`config.mk`:
```
export PLATFORM = sky130hd
export DESIGN_NAME = regwr_guard
export DESIGN_NICKNAME = d
export VERILOG_FILES = /design/src/rtl/regwr_guard_pkg.sv /design/src/rtl/wp_decode.sv /design/src/rtl/wp_keyreg.sv /design/src/rtl/wp_log.sv /design/src/rtl/regwr_guard.sv
export SDC_FILE = /design/constraint.sdc
export NUM_CORES = 1
export LEC_CHECK = 0
export BUFFER_PORTS_ARGS = -buffer_cell sky130_fd_sc_hd__buf_2
export CAP_MARGIN = 10
export CORE_UTILIZATION = 42
export DETAILED_ROUTE_END_ITERATION = 10
export PLACE_DENSITY = 0.94
export SLEW_MARGIN = 40
export SYNTH_ARGS = -nofsm -noshare
export SYNTH_HDL_FRONTEND = slang
export SYNTH_HIERARCHICAL = 1
export SYNTH_SLANG_ARGS = --single-unit
```
`constraint.sdc`:
```
create_clock -name clk -period 5.2 [get_ports clk]
set_clock_uncertainty 0.2 [all_clocks]
set_input_delay 0.26 -clock clk [delete_from_list [all_inputs] [get_ports clk]]
set_output_delay 0.26 -clock clk [all_outputs]
set_load 0.02 [all_outputs]
```
`src/rtl/regwr_guard_pkg.sv`:
```
package regwr_guard_pkg;
  localparam int ADDR_W = 16;
  localparam int DATA_W = 32;
  localparam int KEY_W  = 24;
  localparam int SRC_W  = 16;
  localparam int N_TGT  = 8;
  localparam int KEY_LO = DATA_W - KEY_W;

  localparam logic [KEY_W-1:0]  UNLOCK_KEY = 24'h4C4344;
  localparam logic [ADDR_W-1:0] GUARD_OFS  = 16'h00E0;
  localparam logic [ADDR_W-1:0] LOG_OFS    = 16'h00E4;

  typedef enum logic [2:0] {
    T_CMD, T_MODE, T_RATE, T_DISP, T_MAP0, T_MAP1, T_IEN, T_IDIS
  } tgt_e;

  // targets that the guard may lock: mode, rate, display, map0, map1
  localparam logic [N_TGT-1:0] LOCKABLE = 8'b0011_1110;

  function automatic logic [ADDR_W-1:0] tgt_offset(input int idx);
    return ADDR_W'(idx * 4);
  endfunction
endpackage

```
`src/rtl/wp_decode.sv`:
```
module wp_decode
  import regwr_guard_pkg::*;
(
  input  logic [ADDR_W-1:0] addr,
  output logic [N_TGT-1:0]  tgt_hit,
  output logic              guard_hit
);
  for (genvar i = 0; i < N_TGT; i++) begin : g_hit
    assign tgt_hit[i] = (addr == tgt_offset(i));
  end
  assign guard_hit = (addr == GUARD_OFS);
endmodule

```
`src/rtl/wp_keyreg.sv`:
```
module wp_keyreg
  import regwr_guard_pkg::*;
(
  input  logic              clk,
  input  logic              rst,
  input  logic              wr_stb,
  input  logic [DATA_W-1:0] wr_data,
  output logic              prot_en
);
  logic key_ok;
  assign key_ok = (wr_data[DATA_W-1:KEY_LO] == UNLOCK_KEY);

  always_ff @(posedge clk) begin
    if (rst)                  prot_en <= 1'b0;
    else if (wr_stb && key_ok) prot_en <= wr_data[0];
  end


  bad_key_hold_chk: assert property (@(posedge clk) disable iff (rst)
    (wr_stb && wr_data[DATA_W-1:KEY_LO] != UNLOCK_KEY) |=> (prot_en == $past(prot_en)));


  good_key_load_chk: assert property (@(posedge clk) disable iff (rst)
    (wr_stb && wr_data[DATA_W-1:KEY_LO] == UNLOCK_KEY) |=> (prot_en == $past(wr_data[0])));
endmodule

```
`src/rtl/wp_log.sv`:
```
module wp_log
  import regwr_guard_pkg::*;
(
  input  logic              clk,
  input  logic              rst,
  input  logic              viol,
  input  logic [ADDR_W-1:0] viol_addr,
  input  logic              rd_clr,
  output logic              flag,
  output logic [SRC_W-1:0]  src
);
  always_ff @(posedge clk) begin
    if (rst) begin
      flag <= 1'b0;
      src  <= '0;
    end else if (viol) begin
      flag <= 1'b1;
      if (!flag || rd_clr) src <= SRC_W'(viol_addr);
    end else if (rd_clr) begin
      flag <= 1'b0;
      src  <= '0;
    end
  end


  viol_sets_flag_chk: assert property (@(posedge clk) disable iff (rst)
    viol |=> flag);


  keep_first_chk: assert property (@(posedge clk) disable iff (rst)
    (flag && viol && !rd_clr) |=> (src == $past(src)));


  read_clears_chk: assert property (@(posedge clk) disable iff (rst)
    (rd_clr && !viol) |=> (!flag && src == '0));
endmodule

```
`src/rtl/regwr_guard.sv`:
```
module regwr_guard
  import regwr_guard_pkg::*;
(
  input  logic              clk,
  input  logic              rst,
  input  logic              wr_en,
  input  logic [ADDR_W-1:0] wr_addr,
  input  logic [DATA_W-1:0] wr_data,
  input  logic              log_rd,
  output logic [N_TGT-1:0]  wr_allow,
  output logic [DATA_W-1:0] guard_word,
  output logic [DATA_W-1:0] log_word
);
  logic [N_TGT-1:0] tgt_hit;
  logic             guard_hit;
  logic             prot_en;
  logic             blocked;
  logic             log_flag;
  logic [SRC_W-1:0] log_src;
  logic [N_TGT-1:0] lock_mask;

  wp_decode u_dec (
    .addr      (wr_addr),
    .tgt_hit   (tgt_hit),
    .guard_hit (guard_hit)
  );

  wp_keyreg u_key (
    .clk     (clk),
    .rst     (rst),
    .wr_stb  (wr_en && guard_hit),
    .wr_data (wr_data),
    .prot_en (prot_en)
  );

  assign lock_mask = prot_en ? LOCKABLE : '0;
  assign blocked   = wr_en && |(tgt_hit & lock_mask);
  assign wr_allow  = wr_en ? (tgt_hit & ~lock_mask) : '0;

  wp_log u_log (
    .clk       (clk),
    .rst       (rst),
    .viol      (blocked),
    .viol_addr (wr_addr),
    .rd_clr    (log_rd),
    .flag      (log_flag),
    .src       (log_src)
  );

  assign guard_word = {{(DATA_W-1){1'b0}}, prot_en};
  assign log_word   = {{(DATA_W-SRC_W-8){1'b0}}, log_src, 7'b0, log_flag};


  locked_quiet_chk: assert property (@(posedge clk) disable iff (rst)
    guard_word[0] |-> ((wr_allow & LOCKABLE) == '0));


  cmd_open_chk: assert property (@(posedge clk) disable iff (rst)
    (wr_en && wr_addr == tgt_offset(T_CMD)) |-> wr_allow[T_CMD]);


  idle_quiet_chk: assert property (@(posedge clk) disable iff (rst)
    !wr_en |-> (wr_allow == '0));


  allow_onehot_chk: assert property (@(posedge clk) disable iff (rst)
    $onehot0(wr_allow));
endmodule

```
==> results.md <==
* Outcome: complete, no violations
* Slew headroom at 60.1%
* DP HPWL at 2430 um
* CP Capture Type: register
* PortBufs at 70
* CTS resizes at 0
* Distinct cell type count after synthesis at 33
* Initial cell density of the core at 44.2%
* Detailed-route via count at 1270
* Slew Limit Fails at 0
* Number of enable flip-flop cells after synthesis at 0
* # clock sinks at 18
* Setup repair bufs after CTS at 0
* Critical path type: in -> reg
* Syn avg cell area at 8.50 um^2
* Hold Crit Class: in -> reg
* Post-synth top area share at 24.2%
* Maximum VDD drop at 0.101 mV
* Pre-CTS setup slack at 2.63 ns
* Slowest stage delay, CP at 0.42 ns
* CTS tree: yes
* Seq/Total Area, Yosys at 24.2%
* Clk Tree Root Cell: clkbuf_4
* Critical path buffers and inverters at 1
* DR iter-0 viols at 22
* WL final at 2970 um
* Layout cell share with drive strength beyond 1 at 37.8%
* Worst EP required at 5.23 ns
* Hold WS at 0.0111 ns
* DRT antenna net count at 0
* Die Y at 61.5 um
* Nets at 294
* Hold Fails Final Rpt at 0
* Post-synth top area cell: dfxtp_1
* Period utilization at 42.8%
* Via density at 4.43
* Mapped Area at 0.00149 mm^2
* Crit path cell chain: buf_2 -> nor4_1 -> nand2_1 -> nor3_1 -> and2_1 -> nor4bb_1 -> nand4_1 -> nor4_2 -> mux2i_1
* Die W at 61.5 um
* Peak fanout along the critical path at 5
* DIE AREA at 0.00378 mm^2
* Synth area leaders: dfxtp_1 (24%), buf_4 (24%), o32ai_2 (11%), nand2b_1 (7.6%), inv_1 (4.3%)
* CP Launch Type: input pin
* Crit path max-delay family: simple AND/OR/NAND/NOR gates
* Ports at 124
* Max H-tree Level at 1
* CP Data Arrival Time at 2.26 ns
* Fin Setup TNS at 0 ns
* Detailed Routing Iterations Pass 1 at 4
* Area Growth Syn to Fin at 14.5%
* Total power at 293 uW
* Post-synthesis instance total at 175
* Yosys warns at 6
* Unrepaired setup endpoints after global routing: false
* #FFs+latches synth at 18
* Clk_lat worst skew at 0.29 ns
* Top FF cell, synth: dfxtp_1
* Cell Pwr Density at 172 mW/mm^2
* Least-Margin Pin Slew at 0.596 ns
* Clock buffers created by TritonCTS at 3
* CP max-delay cell: nor4_1
* Async SR Flop Fraction at 0%
* Diode count at 0
* Gr ovfl total at 0
* Max-Cap Viols at 0
* Cts hold-fix bufs at 0
* FP Rows at 21
* CTS Buffer Depth at 2
* Top-count cell post-synth: buf_4
* Maximum clock frequency at 0.449 GHz
* Fin crit period at 2.23 ns
* Initial antenna violation count at 0
* Drt drc at 0
* Commonest cells post-synth: buf_4 (48), dfxtp_1 (18), nand2b_1 (18), inv_1 (17)
* First-pass GRT wire length at 4320 um
* Final WS setup at 2.97 ns
* Clock slew at reported path FFs at 0.10 ns
* Core ar. at 0.00336 mm^2
* Final setup fails at 0
* Tot GR Track Use at 15.2%
* Leak at 0.000861 uW
* Routability congestion estimate from global placement at 0.804
* Number of global-route vias before repair at 1007
* Routed len/inst at 10.3 um
* Largest net degree at the start of global routing at 36
[metrics by stage]
step                util (%)  cell area, um^2  instances
floorplan                  -             1660        220
global placement        49.6             1670        283
detailed placement      49.6             1670        283
CTS                     50.7             1700        287
global route            50.7             1700        287
finish                  50.7             1700        287
[final cells by class]
cell class | instances | area (um^2)
sequential | 18 | 360
timing repair buffer | 70 | 350
multi-input combinational | 131 | 832
fill | 347 | 1660
clock buffer | 4 | 36.3
tap | 46 | 57.6
inverter | 18 | 67.6
[final timing paths]
path                            slack [ns]             to          start  cells after the start
worst max register to register        3.65  u_log/src[14]  u_key/prot_en                      3
worst min-delay path                  0.01  u_key/prot_en     wr_data[0]                      3
worst max-delay path                  2.97  u_key/prot_en    wr_addr[13]                      9
worst min register to register        0.30  u_log/src[10]  u_log/src[10]                      2
[worst reg2reg max path, stage by stage (launching register included)]
cell and delay [ns]:
dfxtp_1 0.40, o311a_1 0.28, a21o_2 0.42, o32ai_2 0.14
[sequential cells by signal (all words and copies together) (netlist names)]
signal / count
u_log/flag: 1
u_key/prot_en: 1
u_log/src: 16
[routing by layer]
| metal | wire length [um] | GRT usage [%] | up-vias |
|---|---|---|---|
| met1 | 1220 | 17.2 | 565 |
| li1 | - | - | 637 |
| met5 | 0 | 0 | - |
| met2 | 1470 | 28.0 | 64 |
| met4 | 27 | 5.71 | 0 |
| met3 | 247 | 2.94 | 4 |
[cell usage in the layout, fill, tap and decap left out, types with 5 or more instances in the layout]
master / n
buf_2: 70
conb_1: 46
nand2b_1: 18
dfxtp_1: 18
inv_1: 17
nor3_1: 10
o32ai_2: 10
and2_1: 8
o32ai_1: 6
nor2_1: 5
nand2_1: 5
[where the power goes]
part / internal (uW) / leakage, uW / total (uW) / switching (uW)
registers: 138 / 0.000145 / 138 / 0.00000000000501
logic: 18.9 / 0.000695 / 68.1 / 49.2
clock network: 42.7 / 0.0000210 / 86.7 / 44.0
total: 199 / 0.000861 / 293 / 93.2
[logic make-up after synthesis]
logic type / Yosys count / share of synthesized area, %
buffers and inverters: 71 / 31.2
and+or+nand+nor: 64 / 26.5
AOI/OAI and AO/OA: 20 / 17.2
DFF: 18 / 24.2
muxes: 1 / 0.673
other: 1 / 0.252
Note: power is estimated with default switching activity, not from simulation.
